**config.mk**
```make
export PLATFORM = sky130hd
export DESIGN_NAME = pll_lock_detect
export DESIGN_NICKNAME = d
export VERILOG_FILES = /design/src/rtl/pll_ld_pkg.sv /design/src/rtl/pll_ld_edges.sv /design/src/rtl/pll_ld_phase_meter.sv /design/src/rtl/pll_ld_period_mon.sv /design/src/rtl/pll_ld_lock_fsm.sv /design/src/rtl/pll_lock_detect.sv
export SDC_FILE = /design/constraint.sdc
export NUM_CORES = 1
export LEC_CHECK = 0
export BUFFER_PORTS_ARGS = -buffer_cell sky130_fd_sc_hd__buf_2
export CAP_MARGIN = 40
export CORE_MARGIN = 2
export CORE_UTILIZATION = 58
export DETAILED_ROUTE_END_ITERATION = 7
export GPL_TIMING_DRIVEN = 0
export PLACE_DENSITY = 0.77
export SLEW_MARGIN = 40
export SYNTH_ARGS = -nofsm -noshare
export SYNTH_HDL_FRONTEND = slang
export SYNTH_SLANG_ARGS = --single-unit
```
**constraint.sdc**
```tcl
create_clock -name clk -period 7.05 [get_ports clk]
set_input_delay 0 -clock clk [delete_from_list [all_inputs] [get_ports clk]]
set_output_delay 0 -clock clk [all_outputs]
set_load 0.03 [all_outputs]
```
**src/rtl/pll_ld_pkg.sv**
```systemverilog
package pll_ld_pkg;

    typedef enum logic [1:0] {
        MS_IDLE     = 2'd0,
        MS_REF_LEAD = 2'd1,
        MS_FB_LEAD  = 2'd2
    } meas_state_e;

    typedef enum logic {
        LK_HUNT = 1'b0,
        LK_HELD = 1'b1
    } lock_state_e;

    typedef struct packed {
        logic ref_rise;
        logic fb_rise;
    } edge_pair_t;

    function automatic int unsigned run_length(input logic [1:0] sel,
                                               input int unsigned n0,
                                               input int unsigned n1,
                                               input int unsigned n2,
                                               input int unsigned n3);
        case (sel)
            2'd0:    return n0;
            2'd1:    return n1;
            2'd2:    return n2;
            default: return n3;
        endcase
    endfunction

endpackage

```
**src/rtl/pll_ld_edges.sv**
```systemverilog
module pll_ld_edges
    import pll_ld_pkg::*;
(
    input  logic       clk,
    input  logic       rst,
    input  logic       ref_in,
    input  logic       fb_in,
    output edge_pair_t edges
);
    localparam int NCH = 2;

    logic [NCH-1:0] lvl;
    logic [NCH-1:0] rise;

    assign lvl = {ref_in, fb_in};

    for (genvar i = 0; i < NCH; i++) begin : g_ch
        logic prev_q;
        always_ff @(posedge clk) begin
            if (rst) prev_q <= 1'b1;
            else     prev_q <= lvl[i];
        end
        assign rise[i] = lvl[i] & ~prev_q;
    end

    assign edges.ref_rise = rise[1];
    assign edges.fb_rise  = rise[0];
endmodule

```
**src/rtl/pll_ld_phase_meter.sv**
```systemverilog
module pll_ld_phase_meter
    import pll_ld_pkg::*;
#(
    parameter int PHASE_W = 8
) (
    input  logic               clk,
    input  logic               rst,
    input  edge_pair_t         edges,
    output logic               meas_vld,
    output logic [PHASE_W-1:0] meas_err
);
    localparam logic [PHASE_W-1:0] CMAX = '1;

    meas_state_e        st_q, st_d;
    logic [PHASE_W-1:0] cnt_q, cnt_d, inc;
    logic               vld_d;
    logic [PHASE_W-1:0] err_d;

    assign inc = (cnt_q == CMAX) ? CMAX : cnt_q + PHASE_W'(1);

    always_comb begin
        st_d  = st_q;
        cnt_d = cnt_q;
        vld_d = 1'b0;
        err_d = meas_err;
        case (st_q)
            MS_IDLE: begin
                if (edges.ref_rise && edges.fb_rise) begin
                    vld_d = 1'b1;
                    err_d = '0;
                end else if (edges.ref_rise) begin
                    st_d  = MS_REF_LEAD;
                    cnt_d = '0;
                end else if (edges.fb_rise) begin
                    st_d  = MS_FB_LEAD;
                    cnt_d = '0;
                end
            end
            MS_REF_LEAD: begin
                if (edges.fb_rise) begin
                    vld_d = 1'b1;
                    err_d = inc;
                    st_d  = MS_IDLE;
                end else begin
                    cnt_d = inc;
                end
            end
            MS_FB_LEAD: begin
                if (edges.ref_rise) begin
                    vld_d = 1'b1;
                    err_d = inc;
                    st_d  = MS_IDLE;
                end else begin
                    cnt_d = inc;
                end
            end
            default: st_d = MS_IDLE;
        endcase
    end

    always_ff @(posedge clk) begin
        if (rst) begin
            st_q     <= MS_IDLE;
            cnt_q    <= '0;
            meas_vld <= 1'b0;
            meas_err <= '0;
        end else begin
            st_q     <= st_d;
            cnt_q    <= cnt_d;
            meas_vld <= vld_d;
            meas_err <= err_d;
        end
    end

    // a strobe always follows a detected rising edge
    p_strobe_after_edge_r1: assert property (@(posedge clk) disable iff (rst)
        meas_vld |-> $past(edges.ref_rise || edges.fb_rise));

    // a saturated count stays saturated while waiting
    p_no_wrap_r2: assert property (@(posedge clk) disable iff (rst)
        (st_q != MS_IDLE && cnt_q == CMAX && !edges.ref_rise && !edges.fb_rise)
        |=> (cnt_q == CMAX));
endmodule

```
**src/rtl/pll_ld_period_mon.sv**
```systemverilog
module pll_ld_period_mon #(
    parameter int PER_W = 12
) (
    input  logic             clk,
    input  logic             rst,
    input  logic             ref_rise,
    input  logic [PER_W-1:0] limit,
    output logic             fault
);
    localparam logic [PER_W-1:0] PMAX = '1;

    logic             seen_q;
    logic [PER_W-1:0] cnt_q, spacing;

    assign spacing = (cnt_q == PMAX) ? PMAX : cnt_q + PER_W'(1);

    always_ff @(posedge clk) begin
        if (rst) begin
            seen_q <= 1'b0;
            cnt_q  <= '0;
            fault  <= 1'b0;
        end else if (ref_rise) begin
            seen_q <= 1'b1;
            cnt_q  <= '0;
            fault  <= seen_q && (spacing <= limit);
        end else begin
            cnt_q  <= spacing;
            fault  <= 1'b0;
        end
    end

    // a fault is only raised on a reference edge
    p_fault_on_edge_r8: assert property (@(posedge clk) disable iff (rst)
        fault |-> $past(ref_rise));

    // the first reference edge after reset is never flagged
    p_first_edge_clean_r8: assert property (@(posedge clk) disable iff (rst)
        fault |-> $past(seen_q));
endmodule

```
**src/rtl/pll_ld_lock_fsm.sv**
```systemverilog
module pll_ld_lock_fsm
    import pll_ld_pkg::*;
#(
    parameter int PHASE_W = 8,
    parameter int GOOD_W  = 8,
    parameter int RUN0    = 5,
    parameter int RUN1    = 16,
    parameter int RUN2    = 64,
    parameter int RUN3    = 255
) (
    input  logic               clk,
    input  logic               rst,
    input  logic               meas_vld,
    input  logic [PHASE_W-1:0] meas_err,
    input  logic [PHASE_W-1:0] acq_th,
    input  logic [PHASE_W-1:0] rel_th,
    input  logic [1:0]         cnt_sel,
    output logic               locked
);
    lock_state_e       st_q;
    logic [GOOD_W-1:0] good_q;
    logic [GOOD_W:0]   good_nx;
    logic [GOOD_W:0]   need;

    assign need    = (GOOD_W+1)'(run_length(cnt_sel, RUN0, RUN1, RUN2, RUN3));
    assign good_nx = {1'b0, good_q} + (GOOD_W+1)'(1);
    assign locked  = (st_q == LK_HELD);

    always_ff @(posedge clk) begin
        if (rst) begin
            st_q   <= LK_HUNT;
            good_q <= '0;
        end else if (meas_vld) begin
            if (st_q == LK_HUNT) begin
                if (meas_err < acq_th) begin
                    if (good_nx >= need) begin
                        st_q   <= LK_HELD;
                        good_q <= '0;
                    end else begin
                        good_q <= good_nx[GOOD_W-1:0];
                    end
                end else begin
                    good_q <= '0;
                end
            end else if (meas_err > rel_th) begin
                st_q   <= LK_HUNT;
                good_q <= '0;
            end
        end
    end

    // lock is entered only on a good measurement
    p_rise_on_good_r3: assert property (@(posedge clk) disable iff (rst)
        $rose(locked) |-> $past(meas_vld && (meas_err < acq_th)));

    // a bad measurement while hunting restarts the run
    p_restart_r5: assert property (@(posedge clk) disable iff (rst)
        (!locked && meas_vld && meas_err >= acq_th) |=> (good_q == '0 && !locked));

    // within the release limit the flag is kept
    p_hold_r6: assert property (@(posedge clk) disable iff (rst)
        (locked && meas_vld && meas_err <= rel_th) |=> locked);

    // one measurement beyond the release limit drops lock
    p_drop_r6: assert property (@(posedge clk) disable iff (rst)
        (locked && meas_vld && meas_err > rel_th) |=> !locked);
endmodule

```
**src/rtl/pll_lock_detect.sv**
```systemverilog
module pll_lock_detect
    import pll_ld_pkg::*;
#(
    parameter int PHASE_W     = 8,
    parameter int PER_W       = 12,
    parameter int GOOD_W      = 8,
    parameter int LOCK_TH_N   = 4,
    parameter int UNLOCK_TH_N = 10,
    parameter int LOCK_TH_W   = 8,
    parameter int UNLOCK_TH_W = 20,
    parameter int RUN0        = 5,
    parameter int RUN1        = 16,
    parameter int RUN2        = 64,
    parameter int RUN3        = 255
) (
    input  logic               clk,
    input  logic               rst,
    input  logic               ref_in,
    input  logic               fb_in,
    input  logic               win_sel,
    input  logic [1:0]         cnt_sel,
    output logic               locked,
    output logic               meas_valid,
    output logic [PHASE_W-1:0] phase_err,
    output logic               period_fault
);
    localparam logic [PHASE_W-1:0] ACQ_N = PHASE_W'(LOCK_TH_N);
    localparam logic [PHASE_W-1:0] REL_N = PHASE_W'(UNLOCK_TH_N);
    localparam logic [PHASE_W-1:0] ACQ_W = PHASE_W'(LOCK_TH_W);
    localparam logic [PHASE_W-1:0] REL_W = PHASE_W'(UNLOCK_TH_W);

    edge_pair_t         edges;
    logic [PHASE_W-1:0] acq_th, rel_th;
    logic [PER_W-1:0]   per_limit;

    assign acq_th    = win_sel ? ACQ_W : ACQ_N;
    assign rel_th    = win_sel ? REL_W : REL_N;
    assign per_limit = PER_W'(rel_th);

    pll_ld_edges u_edges (
        .clk    (clk),
        .rst    (rst),
        .ref_in (ref_in),
        .fb_in  (fb_in),
        .edges  (edges)
    );

    pll_ld_phase_meter #(.PHASE_W(PHASE_W)) u_meter (
        .clk      (clk),
        .rst      (rst),
        .edges    (edges),
        .meas_vld (meas_valid),
        .meas_err (phase_err)
    );

    pll_ld_period_mon #(.PER_W(PER_W)) u_period (
        .clk      (clk),
        .rst      (rst),
        .ref_rise (edges.ref_rise),
        .limit    (per_limit),
        .fault    (period_fault)
    );

    pll_ld_lock_fsm #(
        .PHASE_W (PHASE_W),
        .GOOD_W  (GOOD_W),
        .RUN0    (RUN0),
        .RUN1    (RUN1),
        .RUN2    (RUN2),
        .RUN3    (RUN3)
    ) u_lock (
        .clk      (clk),
        .rst      (rst),
        .meas_vld (meas_valid),
        .meas_err (phase_err),
        .acq_th   (acq_th),
        .rel_th   (rel_th),
        .cnt_sel  (cnt_sel),
        .locked   (locked)
    );

    // reset leaves every output idle on the next cycle
    p_reset_idle_r9: assert property (@(posedge clk)
        $past(rst) |-> (!locked && !meas_valid && !period_fault));
endmodule

```
==> summary.txt, run 1 <==
Outcome
  • Outcome: finished, final reports clean

Placement
  • Inst Count DP: 396
  • Dpl cell area: 0.00294 mm2
  • Dpl hpwl: between 4 and 5 mm
  • IO Port Bufs: 17
  • Final Wtd Congestion: 0.844

Synth
  • Number of warning messages in the yosys log: 0
  • Syn_nets: 360
  • Number of synthesized register bits: 44
  • Count leader, synth: dfxtp_1
  • Yosys cell types: 55
  • Synth Flop Type: dfxtp_1
  • Cells after Synth: 325
  • Most frequent cells after synthesis: 44 x dfxtp_1, 28 x ha_1, 25 x nor2_1
  • Sequential share of the synthesized area: 31.7%
  • Share of the synthesized area in the top cell type: 31.7%
  • Yosys top cell by area: dfxtp_1
  • Async SR Flop Fraction: 0%
  • EDFF count, synth: 0
  • Post-synth design cell area: 0.00278 mm2
  • Top cells by area, synth: dfxtp_1 32%, ha_1 13%, mux2i_1 3.6%
  • Syn avg cell area: 8.56 um2

STA
  • Final hold violation count: 0
  • Slew margin rel.: around two thirds
  • Worst clock skew: 0.00856 ns
  • Final Max Slew Viols: 0
  • Final Setup Violations: 0
  • Setup TNS: 0 ns
  • FMAX: 0.340 GHz
  • RSZ-0062 raised after global routing: no
  • Worst Tran Pin Value: 0.482 ns
  • Final Cycle Share: 41.7%
  • Final Critical Period: 2.94 ns

Critical path
  • R2R Setup Slk: 4.11 ns
  • WP buf/inv: 0
  • Worst EP arrival: 3.17 ns
  • Crit end category: flip-flop
  • Slowest Stage Delay on Critical Path: 0.47 ns
  • R2R Path Start: u_lock.good_q[0]
  • Reg2reg end: u_lock.good_q[6]
  • CP max FO: 6
  • Max stage delay cell, worst path: a211oi_2
  • Kind of critical path: flip-flop to flip-flop
  • CP startpoint kind: flip-flop
  • CP delay by family, top: simple AND/OR/NAND/NOR gates
  • WP data required: roughly 7.3 ns
  • R2R depth: 11
  • Crit path cell chain: ha_1, nand3_2, nor2_1, a21oi_1, nand2b_1, ha_1, and3_1, and3_1, a211oi_2, nand3_2, o211ai_1

Worst hold path
  • Worst Hold Class: input port to flip-flop
  • Hold Crit Depth: 3
  • Min-delay src: rst
  • Hold Path End: u_period.cnt_q[4]

Pwr
  • Clock power frac: around 33%
  • Power Total: 0.500 mW
  • Switching portion of total power: 27.4%
  • Peak supply drop: 133 uV
  • Flop pwr share: 51.5%
  • Int Pwr: 0.363 mW
  • Pwr per Cell Area: ~160 mW/mm2
  • Comb pwr share: 15.3%
  • Lkg Pwr: 1.32 nW
  • Net Sw Power: 0.137 mW

Final layout
  • Fin nets: between 300 and 400
  • Final Non-Filler Cells: 406
  • Post-route cell area: 0.00305 mm2
  • Area delta synth->final: 9.58%
  • N_diodes: 0
  • Layout cells sized above 1: a little over an eighth

Floorplan
  • Initial Util: 59.7%
  • Chip Height: 73.3 um
  • I/O pins: 18
  • Chip width: 73.3 um
  • Core box area: 0.00466 mm2
  • Die area: roughly 0.0054 mm2
  • FP Rows: 25

Routing
  • DRT Pass-1 Iters: 4
  • DR WL/cell: roughly 14 um
  • Final ANT Viol Nets: 0
  • Drt total wl: 5.55 mm
  • Vias: 2352
  • Initial DRC count: about 170
  • Via/cell ratio: a little under 6
  • Drt drc: 0

Global route
  • Pin count of the biggest net entering global routing: 14
  • Number of global-route vias before repair: 2047
  • Grt ovf: 0
  • First-pass GRT wire length: 9.36 mm
  • GR Util All Layers: 22.1%
  • Initial antenna violation count: 0

CTS
  • Clk_lat worst skew: 0.30 ns
  • CTS Buf Count: 5
  • CTS tree: yes
  • Clock Pin Slew Worst Setup and Hold Paths: around 0.090 ns
  • CTS HTree Levels: 2
  • Post-CTS Setup Inserts: 0
  • Root Buffer: clkbuf_8
  • Num Clock Sinks: 44
  • Max clock buf depth: 2

Flow run
  • Max Cap Violations: 0
==> power by group through the flow <==
stage | logic (mW) | registers (mW) | clock network, mW
after CTS | 0.0764 | 0.257 | 0.170
after global placement | 0.0730 | 0.263 | 0
after detailed placement | 0.0753 | 0.263 | 0
final | 0.0765 | 0.257 | 0.166
after global routing | 0.0848 | 0.258 | 0.182
after floorplan | 0.0566 | 0.263 | 0
==> through the flow <==
step                      hold slack, ns  setup slack (ns)  util [%]
final                             0.0980              4.11      65.4
after global routing              0.0973              3.85      65.4
after CTS                         0.0929              4.10      65.4
after detailed placement           0.219              4.12      63.0
after global placement             0.211              4.15      63.0
after floorplan                    0.107              4.52         -
==> placed cells by master, fill, tap and decap left out, types with 2 or more instances in the layout <==
| cell type | n |
|---|---|
| dfxtp_1 | 44 |
| ha_1 | 28 |
| nor2_1 | 25 |
| buf_2 | 24 |
| inv_1 | 20 |
| nand2_1 | 18 |
| a21oi_1 | 18 |
| nand3_1 | 11 |
| and3_1 | 11 |
| nand4_1 | 11 |
| o21ai_0 | 10 |
| mux2i_1 | 10 |
| xnor2_1 | 8 |
| clkbuf_1 | 8 |
| a31oi_1 | 8 |
| nor2b_1 | 8 |
| nor3_1 | 8 |
| o21a_1 | 7 |
| nand2b_1 | 6 |
| o21ai_1 | 6 |
| clkbuf_8 | 6 |
| xor2_1 | 4 |
| and4_1 | 3 |
| a21o_1 | 3 |
| and2_1 | 3 |
| a211oi_1 | 3 |
| nand3_2 | 2 |
| nor4b_2 | 2 |
| a211oi_2 | 2 |
| nand3b_1 | 2 |
| or2_2 | 2 |
| or3_1 | 2 |
| nor4_1 | 2 |
| o22ai_1 | 2 |
| dlygate4sd3_1 | 2 |
==> state kept, by name, indices dropped and copies added (netlist names) <==
| name | cells |
|---|---|
| u_meter.st_q | 2 |
| u_period.fault | 1 |
| u_meter.cnt_q | 8 |
| u_period.seen_q | 1 |
| u_meter.meas_err | 8 |
| u_edges.g_ch.prev_q | 2 |
| u_lock.locked | 1 |
| u_meter.meas_vld | 1 |
| u_period.cnt_q | 12 |
| u_lock.good_q | 8 |
==> logic make-up after synthesis <==
kind of cell,count (synthesis),synth area share (%)
buf+inv,36,5.58
mux,11,4.00
fa+ha+maj,28,12.6
xor+xnor,12,3.78
flops,44,31.7
compound gates,71,17.7
simple gates,123,24.7
==> metal layers <==
| layer | vias up | share of wire, % | track usage, % | wire length, um |
|---|---|---|---|---|
| met3 | 7 | 3.4 | 4.53 | 191 |
| met2 | 39 | 48 | 36.4 | 2690 |
| met4 | 0 | 1.1 | 6.38 | 61 |
| met5 | - | 0 | 0 | 0 |
| li1 | 1224 | - | - | - |
| met1 | 1082 | 47 | 29.1 | 2610 |
==> worst register-to-register path: stages, from the launching register on <==
cell and delay, ns:
dfxtp_1 0.41, ha_1 0.27, nand3_2 0.13, nor2_1 0.16, a21oi_1 0.10, nand2b_1 0.17
ha_1 0.31, and3_1 0.18, and3_1 0.22, a211oi_2 0.47, nand3_2 0.25, o211ai_1 0.20
==> worst max path at each step <==
stage                startpoint          endpoint  cells after the start
4_1_cts        u_lock.good_q[0]  u_lock.good_q[6]                     11
5_1_grt        u_lock.good_q[0]  u_lock.good_q[6]                     11
3_5_place_dp   u_lock.good_q[0]  u_lock.good_q[6]                     11
3_3_place_gp   u_lock.good_q[0]  u_lock.good_q[6]                     11
6_report       u_lock.good_q[0]  u_lock.good_q[6]                     11
2_1_floorplan  u_lock.good_q[0]  u_lock.good_q[6]                     11
==> timing repair <==
action / in CTS / in global routing
resized for setup: 0 / 0
endpoints found under the hold margin: 2 / 0
hold buffers: 2 / 0
endpoints found under the setup margin: 0 / 0
==> layout make-up <==
type	instances	area [um2]
multi-input cells	245	1750
repair buffers	19	105
well taps	54	67.6
clock inverters	1	7.51
plain buffers	16	80.1
fillers	385	1610
flip-flops and latches	44	881
clock buffers	7	86.3
inverters	20	75.1
No activity file was read; power rests on OpenSTA's default activity.
==> run 2: changes to the inputs <==
Settings changed: CORE_UTILIZATION 58 to 55, PLACE_DENSITY 0.77 to 0.76.
Clock period 7.05 ns to 2.5 ns, I/O delays scaled along.
==> run 2 against run 1 <==
Effect of this change: utilization is 2.7 points higher; worst setup slack worse by 4.1 ns; critical path type unchanged; total power grew to 3.0 times the previous value; clock power grew to 3.3 times the previous value; hold slack better by 0.022 ns; register-to-register slack worse by 4.1 ns; die area is 5.2% higher; highest routed layer unchanged; largest power group unchanged; sequential share of layout area is 1.5 points lower; non-clock buffer count is 4 higher; final cell count is 4.2% higher; critical path depth is 1 higher; critical endpoint unchanged.
==> summary.txt, run 2 (synthesis gave the netlist of run 1 again) <==
STA
  • Final Cycle Share: 97.9% (+56 points)
  • FMAX: 0.409 GHz (+20%)
  • Final Max Slew Viols: 0 (unchanged)
  • Final Critical Period: 2.45 ns (-0.491 ns)
  • Final hold violation count: 0 (unchanged)
  • Final setup margin: 0.0525 ns (-4.06 ns)
  • Slew margin rel.: 66.8% (-1.1 points)
  • Setup TNS: 0 ns (unchanged)
  • Worst Tran Pin Value: 0.498 ns (+0.0159 ns)
  • Hold slack: 0.120 ns (+0.0220 ns)
  • Final Setup Violations: 0 (unchanged)
  • Worst clock skew: 0.00354 ns (-0.00502 ns)

Pwr
  • Flop pwr share: 48.5% (-3.0 points)
  • Lkg Pwr: 1.36 nW (+2.9%)
  • Pwr per Cell Area: 458 mW/mm2 (+180%)
  • Switching portion of total power: 26.2% (-1.2 points)
  • Comb pwr share: 15.4% (about the same)
  • Peak supply drop: 308 uV (+130%)
  • Clock power frac: 36.1% (+2.9 points)
  • Power Total: 1.49 mW (+200%)
  • Net Sw Power: 0.391 mW (+190%)
  • Int Pwr: 1.10 mW (+200%)

Critical path
  • R2R Path Start: u_lock.good_q[0]
  • R2R Setup Slk: 0.05 ns (-4.06 ns)
  • Crit end category: flip-flop
  • CP startpoint kind: flip-flop
  • Kind of critical path: flip-flop to flip-flop
  • Worst EP arrival: 2.67 ns (-0.50 ns)
  • Reg2reg end: u_lock.good_q[6]
  • WP data required: 2.72 ns (-4.56 ns)
  • R2R depth: 12 (+1)
  • CP max FO: 5 (-1)

Floorplan
  • Initial Util: 58.1% (-1.6 points)
  • Chip Height: 75.1 um (+2.5%)
  • I/O pins: 18 (unchanged)
  • Core box area: 0.00479 mm2 (+2.7%)
  • FP Rows: 25 (unchanged)
  • Die area: 0.00564 mm2 (+5.2%)
  • Chip width: 75.1 um (+2.5%)

Routing
  • DRT Pass-1 Iters: 5 (+1)
  • Drt drc: 0 (unchanged)
  • Drt total wl: 6.27 mm (+13%)
  • Initial DRC count: 165 (-1.8%)
  • Via/cell ratio: 5.72 (-1.2%)
  • Final ANT Viol Nets: 0 (unchanged)
  • DR WL/cell: 14.8 um (+8.3%)
  • Vias: 2421 (+2.9%)

Final layout
  • Max reg flops: 12 (unchanged)
  • Final design utilization: 68.1% (+2.7 points)
  • Area delta synth->final: 17.1%
  • Most frequent cells in the layout: 39 x dfxtp_1, 24 x ha_1, 23 x nor2_1
  • N_diodes: 0 (unchanged)
  • Fin nets: 390 (+1.0%)
  • Most common cell after layout, fill and taps aside: dfxtp_1
  • Largest reg by FF count: u_period.cnt_q
  • Layout cells sized above 1: 19.9% (+6.3 points)

CTS
  • Num Clock Sinks: 44 (unchanged)
  • Max clock buf depth: 2 (unchanged)
  • Clock Pin Slew Worst Setup and Hold Paths: 0.08 ns (about the same)
  • CTS Buf Count: 5 (unchanged)
  • Root Buffer: clkbuf_8
  • CTS HTree Levels: 2 (unchanged)
  • CTS tree: yes
  • Clk_lat worst skew: 0.30 ns (about the same)

Worst hold path
  • Worst Hold Class: input port to flip-flop
  • Min-delay src: rst
  • Hold Path End: u_lock.good_q[5]
  • Hold Crit Depth: 3 (unchanged)

Flow run
  • Max Cap Violations: 0 (unchanged)

Global route
  • First-pass GRT wire length: 9.75 mm (+4.1%)
  • Pin count of the biggest net entering global routing: 14 (unchanged)
  • Initial antenna violation count: 0 (unchanged)
  • Number of global-route vias before repair: 2219 (+8.4%)
  • GR Util All Layers: 22.4% (+0.33 points)
  • Grt ovf: 0 (unchanged)

Placement
  • Dpl hpwl: 4.12 mm (-1.2%)
  • Setup WS pre-CTS: -0.355 ns (-4.48 ns)
  • IO Port Bufs: 17 (unchanged)
  • Final Wtd Congestion: 0.783 (-7.2%)

Outcome
  • Outcome: finished, final reports clean
## run 2: power groups by stage
stage | sequential (mW) | combinational (mW) | clock (mW)
after global placement | 0.742 | 0.208 | 0
final | 0.724 | 0.230 | 0.540
after global routing | 0.726 | 0.257 | 0.577
after CTS | 0.725 | 0.222 | 0.558
after detailed placement | 0.742 | 0.213 | 0
after floorplan | 0.743 | 0.162 | 0
## run 2: per-layer routing
layer | GRT usage [%] | wire length [um] | vias to the layer above
li1 | - | - | 1233
met2 | 39.0 | 3150 | 48
met4 | 7.60 | 116 | 0
met5 | 0 | 0 | -
met3 | 4.82 | 203 | 15
met1 | 27.5 | 2790 | 1125
## run 2: worst max path at each step
stage                           startpoint          endpoint  slack [ns]  cells after the start
final                     u_lock.good_q[0]  u_lock.good_q[6]        0.05                     12
after global routing      u_lock.good_q[0]  u_lock.good_q[6]       -0.06                     12
after CTS                 u_lock.good_q[0]  u_lock.good_q[5]       0.006                     12
after detailed placement  u_lock.good_q[0]  u_lock.good_q[6]       -0.35                     11
after global placement    u_lock.good_q[0]  u_lock.good_q[6]       -0.32                     11
after floorplan           u_lock.good_q[0]  u_lock.good_q[6]        0.01                     11
## run 2: layout make-up
type	instances	area, um2
clock inverter	2	35.0
timing repair buffer	25	154
sequential	44	892
buffer	14	81.3
fill	374	1530
tap	67	83.8
multi-input combinational	245	1870
inverter	20	75.1
clock buffer	6	72.6
## run 2: metrics by stage
| stage | cell area [um2] | instances |
|---|---|---|
| 2_1_floorplan | 2790 | 325 |
| 3_3_place_gp | 2960 | 409 |
| 3_5_place_dp | 2960 | 409 |
| 4_1_cts | 3160 | 422 |
| 5_1_grt | 3260 | 423 |
| 6_report | 3260 | 423 |
## run 2: what timing repair did
action | 4_1_cts | 5_1_grt
hold buffers | 2 | 0
pin swaps | 2 | 7
gates resized for setup | 12 | 19
setup endpoints to repair | 9 | 10
hold endpoints to repair | 2 | 0
setup buffers | 3 | 3
## run 2: critical path, stage by stage (launching register included)
cell      delay (ns)
dfxtp_4         0.39
and3_4          0.20
nand3_4         0.09
nor2_4          0.13
xnor2_1         0.14
inv_1           0.11
ha_4            0.24
and3_4          0.18
and3_4          0.19
a211oi_4        0.33
buf_6           0.17
nand4_1         0.10
o211ai_1        0.09
